==> config.mk <==
export PLATFORM = sky130hd
export DESIGN_NAME = bank_mapper
export DESIGN_NICKNAME = d
export VERILOG_FILES = /design/src/rtl/bank_mapper_pkg.sv /design/src/rtl/bmap_cfg_latch.sv /design/src/rtl/bmap_ctrl_regs.sv /design/src/rtl/bmap_rom_xlate.sv /design/src/rtl/bmap_ram_xlate.sv /design/src/rtl/bank_mapper.sv
export SDC_FILE = /design/constraint.sdc
export NUM_CORES = 1
export LEC_CHECK = 0
export BUFFER_PORTS_ARGS = -buffer_cell sky130_fd_sc_hd__buf_4
export CAP_MARGIN = 20
export CORE_UTILIZATION = 38
export CTS_CLUSTER_DIAMETER = 100
export DETAILED_ROUTE_END_ITERATION = 8
export MAX_ROUTING_LAYER = met4
export PLACE_DENSITY_LB_ADDON = 0.08
export SLEW_MARGIN = 20
export SYNTH_ARGS = -nofsm -noshare
export SYNTH_HDL_FRONTEND = slang
export SYNTH_SLANG_ARGS = --single-unit
==> constraint.sdc <==
create_clock -name clk -period 3.63 [get_ports clk]
set_clock_uncertainty 0.05 [all_clocks]
set_input_delay 0.726 -clock clk [delete_from_list [all_inputs] [get_ports clk]]
set_output_delay 0.726 -clock clk [all_outputs]
set_load 0.05 [all_outputs]
==> src/rtl/bank_mapper_pkg.sv <==
// Shared constants and types for the banked ROM/RAM mapper.
// Assumes an 8-bit CPU bus with a 16-bit address and 16 KB ROM windows.
package bank_mapper_pkg;
    localparam int CPU_AW      = 16;
    localparam int CPU_DW      = 8;
    localparam int WIN_OFF_W   = 14;                    // offset inside a 16 KB ROM window
    localparam int PRIM_W      = 5;                     // primary bank register width
    localparam int SEC_W       = 2;                     // secondary register width
    localparam int ROM_BANK_W  = PRIM_W + SEC_W;        // up to 128 banks
    localparam int ROM_AW      = ROM_BANK_W + WIN_OFF_W;
    localparam int RAM_PAGE_W  = 13;                    // 8 KB RAM page
    localparam int RAM_AW      = RAM_PAGE_W + SEC_W;    // up to 32 KB
    localparam int SMALL_RAM_W = 11;                    // 2 KB RAM
    localparam int CODE_W      = 3;                     // ROM size code width
    localparam int CTL_DW      = PRIM_W;                // data bits seen by the control registers
    localparam logic [CODE_W-1:0] MAX_ROM_CODE = CODE_W'(ROM_BANK_W - 1);

    typedef enum logic [1:0] {
        RAM_NONE = 2'd0,
        RAM_2K   = 2'd1,
        RAM_8K   = 2'd2,
        RAM_32K  = 2'd3
    } ram_cfg_e;

    // Control register picked by address bits 14:13 of a low-half write.
    typedef enum logic [1:0] {
        CTL_ENABLE    = 2'd0,
        CTL_PRIMARY   = 2'd1,
        CTL_SECONDARY = 2'd2,
        CTL_MODE      = 2'd3
    } ctl_sel_e;

    typedef enum logic [1:0] {
        SRC_ROM,
        SRC_RAM,
        SRC_FILL
    } rd_src_e;

    typedef struct packed {
        logic              ram_en;
        logic              mode;
        logic [SEC_W-1:0]  sec;
        logic [PRIM_W-1:0] prim;
    } bank_state_t;

    // Mask applied to primary-register writes for a given ROM size code.
    function automatic logic [PRIM_W-1:0] prim_mask(input logic [CODE_W-1:0] code);
        logic [PRIM_W-1:0] m;
        m = '0;
        for (int i = 0; i < PRIM_W; i++) begin
            if (code >= CODE_W'(i)) m[i] = 1'b1;
        end
        return m;
    endfunction
endpackage

==> src/rtl/bmap_cfg_latch.sv <==
// Configuration capture for the mapper.
// It samples the ROM size code and RAM size code on every clock while rst_n is low,
// and holds them while the block runs. ROM codes above the largest supported
// bank count are clamped. Assumes the configuration is stable during reset.
module bmap_cfg_latch
    import bank_mapper_pkg::*;
(
    input  logic              clk,
    input  logic              rst_n,
    input  logic [CODE_W-1:0] cfg_rom_size,
    input  logic [1:0]        cfg_ram_size,
    output logic [CODE_W-1:0] rom_code,
    output ram_cfg_e          ram_cfg
);
    logic [CODE_W-1:0] rom_clamped;

    // Clamp out-of-range ROM codes to the largest bank count.
    always_comb begin
        rom_clamped = (cfg_rom_size > MAX_ROM_CODE) ? MAX_ROM_CODE : cfg_rom_size;
    end

    // Track configuration inputs only while reset is asserted.
    always_ff @(posedge clk) begin
        if (!rst_n) begin
            rom_code <= rom_clamped;
            ram_cfg  <= ram_cfg_e'(cfg_ram_size);
        end
    end
endmodule

==> src/rtl/bmap_ctrl_regs.sv <==
// Control register file of the mapper.
// It decodes CPU writes to the low 32 KB into RAM enable, primary bank,
// secondary bank and mode updates. The primary value is masked to the
// configured bank count when stored, and a zero value in bits 4:0 becomes 1.
// Assumes rom_code is stable outside reset.
module bmap_ctrl_regs
    import bank_mapper_pkg::*;
#(
    parameter logic [3:0] ENABLE_KEY = 4'hA
) (
    input  logic              clk,
    input  logic              rst_n,
    input  logic [CODE_W-1:0] rom_code,
    input  logic              ctl_wr,     // write into the control half this cycle
    input  ctl_sel_e          ctl_sel,
    input  logic [CTL_DW-1:0] ctl_data,
    output bank_state_t       st
);
    logic [PRIM_W-1:0] prim_next;

    // Next primary bank value: zero maps to one, otherwise size-masked.
    always_comb begin
        if (ctl_data[PRIM_W-1:0] == '0)
            prim_next = PRIM_W'(1);
        else
            prim_next = ctl_data[PRIM_W-1:0] & prim_mask(rom_code);
    end

    // Update the selected control register on a write, reset to defaults.
    always_ff @(posedge clk) begin
        if (!rst_n) begin
            st.ram_en <= 1'b0;
            st.mode   <= 1'b0;
            st.sec    <= '0;
            st.prim   <= PRIM_W'(1);
        end else if (ctl_wr) begin
            unique case (ctl_sel)
                CTL_ENABLE:    st.ram_en <= (ctl_data[3:0] == ENABLE_KEY);
                CTL_PRIMARY:   st.prim   <= prim_next;
                CTL_SECONDARY: st.sec    <= ctl_data[SEC_W-1:0];
                CTL_MODE:      st.mode   <= ctl_data[0];
                default:       st.mode   <= st.mode;
            endcase
        end
    end
endmodule

==> src/rtl/bmap_rom_xlate.sv <==
// ROM address translation.
// It forms the 21-bit physical ROM address from the window select bit, the
// window offset and the bank registers. Bank bits above the primary field come
// from the secondary register only when the configured ROM has that many banks.
// In the fixed lower window they are used only in mode 1. Purely combinational.
module bmap_rom_xlate
    import bank_mapper_pkg::*;
(
    input  logic [CODE_W-1:0]    rom_code,
    input  bank_state_t          st,
    input  logic                 upper_win,
    input  logic [WIN_OFF_W-1:0] win_off,
    output logic [ROM_AW-1:0]    rom_addr
);
    logic [ROM_BANK_W-1:0] bank_hi;
    logic [ROM_BANK_W-1:0] bank_lo;

    // Build each bank bit: primary field, then size-gated secondary field.
    for (genvar k = 0; k < ROM_BANK_W; k++) begin : g_bank_bit
        if (k < PRIM_W) begin : g_prim
            assign bank_hi[k] = st.prim[k];
            assign bank_lo[k] = 1'b0;
        end else begin : g_ext
            logic present;
            assign present    = (rom_code >= CODE_W'(k));
            assign bank_hi[k] = present & st.sec[k-PRIM_W];
            assign bank_lo[k] = present & st.mode & st.sec[k-PRIM_W];
        end
    end

    // Select the window's bank and append the offset.
    always_comb begin
        rom_addr = {(upper_win ? bank_hi : bank_lo), win_off};
    end
endmodule

==> src/rtl/bmap_ram_xlate.sv <==
// RAM address translation and access qualification.
// It maps an offset in the 8 KB RAM window onto the configured RAM size.
// On 32 KB parts in mode 1 the secondary register picks the page, and on
// 2 KB parts the offset wraps. It also qualifies the select with the window
// hit, the enable bit and the presence of a RAM. Purely combinational.
module bmap_ram_xlate
    import bank_mapper_pkg::*;
(
    input  ram_cfg_e              ram_cfg,
    input  bank_state_t           st,
    input  logic                  ram_win,
    input  logic [RAM_PAGE_W-1:0] page_off,
    output logic [RAM_AW-1:0]     ram_addr,
    output logic                  ram_sel
);
    localparam int PAGE_PAD  = RAM_AW - RAM_PAGE_W;
    localparam int SMALL_PAD = RAM_AW - SMALL_RAM_W;

    // Map the window offset according to RAM size and mode.
    always_comb begin
        unique case (ram_cfg)
            RAM_32K: ram_addr = {(st.mode ? st.sec : {PAGE_PAD{1'b0}}), page_off};
            RAM_8K:  ram_addr = {{PAGE_PAD{1'b0}}, page_off};
            RAM_2K:  ram_addr = {{SMALL_PAD{1'b0}}, page_off[SMALL_RAM_W-1:0]};
            default: ram_addr = '0;
        endcase
    end

    // Access is valid only in the window, when enabled and when a RAM exists.
    always_comb begin
        ram_sel = ram_win & st.ram_en & (ram_cfg != RAM_NONE);
    end
endmodule

==> src/rtl/bank_mapper.sv <==
// Two-mode banked ROM/RAM mapper, top level.
// It splits the CPU map into the ROM half, the RAM window and the unmapped
// rest. Writes to the ROM half go to the control registers. Reads are
// translated combinationally into ROM and RAM addresses, and the returned
// byte is picked from ROM, RAM or a 0xFF fill. Assumes the configuration
// inputs are stable while rst_n is low.
module bank_mapper
    import bank_mapper_pkg::*;
(
    input  logic              clk,
    input  logic              rst_n,
    input  logic [2:0]        cfg_rom_size,
    input  logic [1:0]        cfg_ram_size,
    input  logic [15:0]       bus_addr,
    input  logic              bus_wr,
    input  logic [7:0]        bus_wdata,
    output logic [7:0]        bus_rdata,
    output logic [20:0]       rom_addr,
    input  logic [7:0]        rom_rdata,
    output logic [14:0]       ram_addr,
    output logic              ram_sel,
    output logic              ram_we,
    input  logic [7:0]        ram_rdata
);
    localparam logic [2:0] RAM_WIN_TAG = 3'b101;
    localparam logic [CPU_DW-1:0] FILL_BYTE = '1;

    logic [CODE_W-1:0] rom_code;
    ram_cfg_e          ram_cfg;
    bank_state_t       st;
    logic              rom_half;
    logic              ram_win;
    logic              ctl_wr;
    rd_src_e           rd_src;
    logic              wdata_unused;

    // Region decode of the CPU address.
    always_comb begin
        rom_half = ~bus_addr[CPU_AW-1];
        ram_win  = (bus_addr[CPU_AW-1:CPU_AW-3] == RAM_WIN_TAG);
        ctl_wr   = bus_wr & rom_half;
    end

    assign wdata_unused = ^bus_wdata[CPU_DW-1:CTL_DW];

    bmap_cfg_latch u_cfg (
        .clk          (clk),
        .rst_n        (rst_n),
        .cfg_rom_size (cfg_rom_size),
        .cfg_ram_size (cfg_ram_size),
        .rom_code     (rom_code),
        .ram_cfg      (ram_cfg)
    );

    bmap_ctrl_regs u_regs (
        .clk      (clk),
        .rst_n    (rst_n),
        .rom_code (rom_code),
        .ctl_wr   (ctl_wr),
        .ctl_sel  (ctl_sel_e'(bus_addr[CPU_AW-2:CPU_AW-3])),
        .ctl_data (bus_wdata[CTL_DW-1:0]),
        .st       (st)
    );

    bmap_rom_xlate u_rom (
        .rom_code  (rom_code),
        .st        (st),
        .upper_win (bus_addr[WIN_OFF_W]),
        .win_off   (bus_addr[WIN_OFF_W-1:0]),
        .rom_addr  (rom_addr)
    );

    bmap_ram_xlate u_ram (
        .ram_cfg  (ram_cfg),
        .st       (st),
        .ram_win  (ram_win),
        .page_off (bus_addr[RAM_PAGE_W-1:0]),
        .ram_addr (ram_addr),
        .ram_sel  (ram_sel)
    );

    // RAM writes pass only when the access is qualified.
    always_comb begin
        ram_we = bus_wr & ram_sel;
    end

    // Choose the source of the returned byte.
    always_comb begin
        if (rom_half)     rd_src = SRC_ROM;
        else if (ram_sel) rd_src = SRC_RAM;
        else              rd_src = SRC_FILL;
    end

    // Read data mux.
    always_comb begin
        unique case (rd_src)
            SRC_ROM: bus_rdata = rom_rdata;
            SRC_RAM: bus_rdata = ram_rdata;
            default: bus_rdata = FILL_BYTE;
        endcase
    end
endmodule

Yosys cells after proc, flatten, opt, wreduce, memory -nomap -nowiden --
Cells that the tools add are included.
Word-level totals: register bits after elaboration 14, input port bits 48, output and inout port bits 46, logic and storage cells 60
Operators by class: order comparisons 8, equal/unequal tests 9, multiplexer cells 17, bitwise logic cells 12, reduce and logical (&&, ||, !) cells 8
Operators by type and width (count):
- $pmux 15 s3 | 1
- $pmux 8 s2 | 1
- $and 1x1->1 | 10
- $mux 1 | 10
- $ge 3x3->1 const B | 3
- $eq 2x2->1 const B | 4
- $reduce_and 2->1 | 4
- $mux 7 | 1
- $eq 2x1->1 const B | 3
- $ge 3x1->1 const B | 2
- $ge 3x2->1 const B | 2
- $mux 2 | 3
- $and 5x5->5 | 1
- $logic_not 5->1 | 1
- $mux 5 | 1
- $eq 4x4->1 const B | 1
- $logic_not 2->1 | 2
- $eq 3x3->1 const B | 1
- $gt 3x3->1 const B | 1
- $reduce_bool 2->1 | 1
- $not 1->1 | 1

Longest topological paths before layout --
word-level depth 7, gate-level depth with buffers 4, depth with buffers taken out 3

Hierarchy --
A second synthesis with hierarchy kept.
Unflattened totals: cell total of the unflattened synthesis 104, area, all modules 985.9 µm²
By module, submodules not included:
- bmap_ctrl_regs | times used 1, cells each 40, area an instance 399.1 µm²
- bmap_cfg_latch | times used 1, cells each 9, area an instance 168.9 µm²
- bmap_rom_xlate | times used 1, cells each 24, area an instance 167.7 µm²
- bmap_ram_xlate | times used 1, cells each 18, area an instance 141.4 µm²
- bank_mapper | times used 1, cells each 13, area an instance 108.9 µm²

Worst setup path before layout --
No wires, ideal clock.
path kind input to output, from input bus_addr[14], to output ram_we, data arrival time 2039 ps, required time 2854 ps, path slack 815 ps, cell stages on the path 3, cells stage by stage or4b_4 buf_6 nor2_1
Between the ends: cells in the longest elaborated chain, start to end 4
Ends and longest elaborated chain:
- start, declared | RTL line bank_mapper.sv:14 | input logic [15:0] bus_addr,
- $eq 3x3->1 | RTL line bank_mapper.sv:40 | ram_win = (bus_addr[CPU_AW-1:CPU_AW-3] == RAM_WIN_TAG);
- $and 1x1->1 (2 in series) | RTL line bmap_ram_xlate.sv:31 | ram_sel = ram_win & st.ram_en & (ram_cfg != RAM_NONE);
- $and 1x1->1 | RTL line bank_mapper.sv:84 | ram_we = bus_wr & ram_sel;
- end, declared | RTL line bank_mapper.sv:22 | output logic ram_we,
No other way between the ends.

Worst setup path in the final report --
from input bus_addr[15], to output bus_rdata[7]
Between the ends: cells in the longest elaborated chain, start to end 7, elaborated cells on any way between the ends 8
Ends and longest elaborated chain:
- $eq 3x3->1 | RTL line bank_mapper.sv:40
- $and 1x1->1 (2 in series) | RTL line bmap_ram_xlate.sv:31
- $mux 2 | RTL line bank_mapper.sv:90 | else if (ram_sel) rd_src = SRC_RAM;
- $mux 2 (*) | RTL line bank_mapper.sv:89 | if (rom_half) rd_src = SRC_ROM;
- $eq 2x1->1 or $logic_not 2->1 (tied branches) | RTL line bank_mapper.sv:96 | unique case (rd_src)
- $pmux 8 s2 (*) | RTL line bank_mapper.sv:96
- end, declared | RTL line bank_mapper.sv:17 | output logic [7:0] bus_rdata,
Every way passes the cells marked *; elsewhere a longest branch is shown, timed or not.

==> results_dict.tcl <==
set metrics [dict create \
    status "finished, final reports clean" \
    drc 0 \
    synth_compound_area_share_pct 14.4 \
    slew_violations 0 \
    finalSetupViolations 0 \
    fin_setup_tns_ns 0 \
    synth_top_family_by_area "simple AND/OR/NAND/NOR gates" \
    hp-class "reg2reg" \
    placed_area_sq_um 1520 \
    finalCritPeriodShare_pct 74.1 \
    synthesis.area_sq_um 948 \
    drv_cap 0 \
    power.density_nw_per_um2 303 \
    synth-xor-area-share_pct 0 \
    wl_microns 2710 \
    drt_iter0_drc 10 \
    clock_latency_ns 0.28 \
    core_area_sq_um 2280 \
    ys_seq_elements 14 \
    cts_buffer_depth 2 \
    antenna_cells 0 \
    via_per_inst 4.89 \
    r2r_slack_ns 2.48 \
    grt_pass1_vias 903 \
    root_buffer "clkbuf_4" \
    grt_pass1_wl_microns 3890 \
    rows 17 \
    io_buffers 90 \
    yosysSeqAreaShare_pct 34.8 \
    syn2layout_area_growth_pct 63.5 \
    required_ns 2.85 \
    max_clock_freq_ghz 0.372 \
    antenna_found_initial 0 \
    cts_max_level 1 \
    cts_setup_buffers 0 \
    ctsResizeCount 0 \
    ys_warn_count 0 \
    initial_utilization_pct 41.7 \
    endpoint "bus_rdata[7]" \
    ctsHoldBuffers 0 \
    synth.net_count 154 \
    io_pins 94 \
    startpoint "bus_addr[15]" \
    cts_tree "built" \
    timing.rr.start "u_cfg.rom_code[1]$_SDFFCE_PN1N_" \
    crit_type "in2out" \
    gp_congestion 0.821 \
    dr.pass1.iters 4 \
    yosysMostFrequentCell "buf_4" \
    relSlewSlack_pct 72.6 \
    grt_max_degree 15 \
    worstPathArrival_ns 1.91 \
    synth_top_cell_area_share_pct 19.0 \
    post_synth_inst_count 106 \
    vias 1018 \
    synth_fa_ha_area_share_pct 0 \
    crit_fanout 14 \
    reg2reg_depth 2 \
    p_leak_uw 0.000732 \
    muxShareOfSynthArea_pct 4.22 \
    utilization_pct 68.1 \
    numCtsBuffers 3 \
    yosysUniqueCellTypes 32 \
    synth_edf_count 5 \
    synthTopCellsByArea "dfxtp_1 19%, edfxtp_1 16%, buf_4 11%" \
    ys.flop_type "dfxtp_1" \
    synth_simple_gate_area_share_pct 31.1 \
    grt.overflow.total 0 \
    clk_pin_slew_ns 0.08 \
    post_synth.cell_area_avg_sq_um 8.95 \
    rsz0062_at_grt "false" \
    wl_per_cell_microns 13.0 \
    grt_use_total_pct 20.0 \
    die_area_sq_um 2700 \
    min_period_ns 2.69 \
    dp_hpwl_microns 2230 \
    die_w_microns 52.0 \
    crit_path_end_kind "output port" \
    worstMarginPinSlew_ns 0.411 \
    r2r-end "u_regs.st[1]$_SDFFE_PN0P_" \
    die_h_microns 52.0 \
    final_cell_area_sq_um 1550 \
    drive_gt1_share_pct 56.7 \
    clock-sinks 14 \
    async_flop_share_pct 0 \
    synth.largest_area_cell "dfxtp_1" \
    startpoint_type "input port" \
    nNetsFinal 229 \
    vdd_ir_drop_max_uv 334 \
    yosys-top-cells-count "14 x buf_4, 10 x nor2b_1, 9 x dfxtp_1" \
    final_hold_viol_count 0 \
    ant_nets 0 \
]
-- kinds of logic (layout without fill, tap and decap cells) --
kind of cell,Yosys count,count (layout)
flops,14,14
mux,4,4
simple gates,46,46
buf+inv,23,97
compound gates,19,19
-- how the worst min path moves through the flow --
stage	start	to	slack (ns)	cells after the start
after floorplan	u_regs.st[3]$_SDFFE_PN0P_	u_regs.st[3]$_SDFFE_PN0P_	0.38	2
after global placement	u_regs.st[1]$_SDFFE_PN0P_	u_regs.st[1]$_SDFFE_PN0P_	0.39	2
after detailed placement	u_regs.st[2]$_SDFFE_PN0P_	u_regs.st[2]$_SDFFE_PN0P_	0.39	2
after CTS	u_regs.st[2]$_SDFFE_PN0P_	u_regs.st[2]$_SDFFE_PN0P_	0.40	2
after global routing	u_regs.st[2]$_SDFFE_PN0P_	u_regs.st[2]$_SDFFE_PN0P_	0.42	2
final	u_regs.st[2]$_SDFFE_PN0P_	u_regs.st[2]$_SDFFE_PN0P_	0.40	2
-- power breakdown --
| part | total (uW) | leakage, uW | internal [uW] | switching [uW] |
|---|---|---|---|---|
| Clock | 91.8 | 0.0000150 | 42.6 | 49.2 |
| Combinational | 203 | 0.000595 | 76.8 | 127 |
| Sequential | 175 | 0.000122 | 169 | 5.34 |
-- cell type report --
class                   count  area, sq um
fillers                   196          726
repair buffers             90          676
multi-input cells          69          472
flip-flops and latches     14          330
well taps                  28         35.0
clock buffers               4         26.3
inverters                   3         11.3
-- through the flow --
step | total power, uW | setup slack, ns | hold WS [ns] | std cells
2_1_floorplan | 309 | 0.815 | 0.377 | 106
3_3_place_gp | 380 | 0.966 | 0.386 | 204
3_5_place_dp | 383 | 0.946 | 0.391 | 204
4_1_cts | 474 | 0.942 | 0.403 | 208
5_1_grt | 489 | 0.888 | 0.416 | 208
6_report | 470 | 0.939 | 0.399 | 208
-- layer usage --
layer	vias up	share of wire [%]	global-route usage [%]
met4	0	0.59	8.11
met5	-	0	-
met3	2	8.7	2.63
met1	467	39	19.7
met2	44	52	38.7
li1	505	-	-
-- cells in the final DEF (no fill, tap or decap), drive strengths merged, types with 3 or more instances in the layout --
master / instances
dfxtp: 9
nor2: 9
edfxtp: 5
buf: 90
nand2: 6
o21ai: 3
mux2i: 4
clkbuf: 4
o22a: 8
nor2b: 10
a21oi: 4
and2: 7
-- sequential cells by signal, indices dropped and copies added, names as in the netlist --
| signal | cells |
|---|---|
| u_regs.st | 9 |
| u_cfg.rom_code | 3 |
| u_cfg.ram_cfg | 2 |
-- worst max-delay path, cell delays in order --
cell	delay [ns]
buf_4	0.16
nand2_1	0.07
or4b_4	0.55
o22a_1	0.21
buf_4	0.19
No activity file was read; power rests on OpenSTA's default activity.
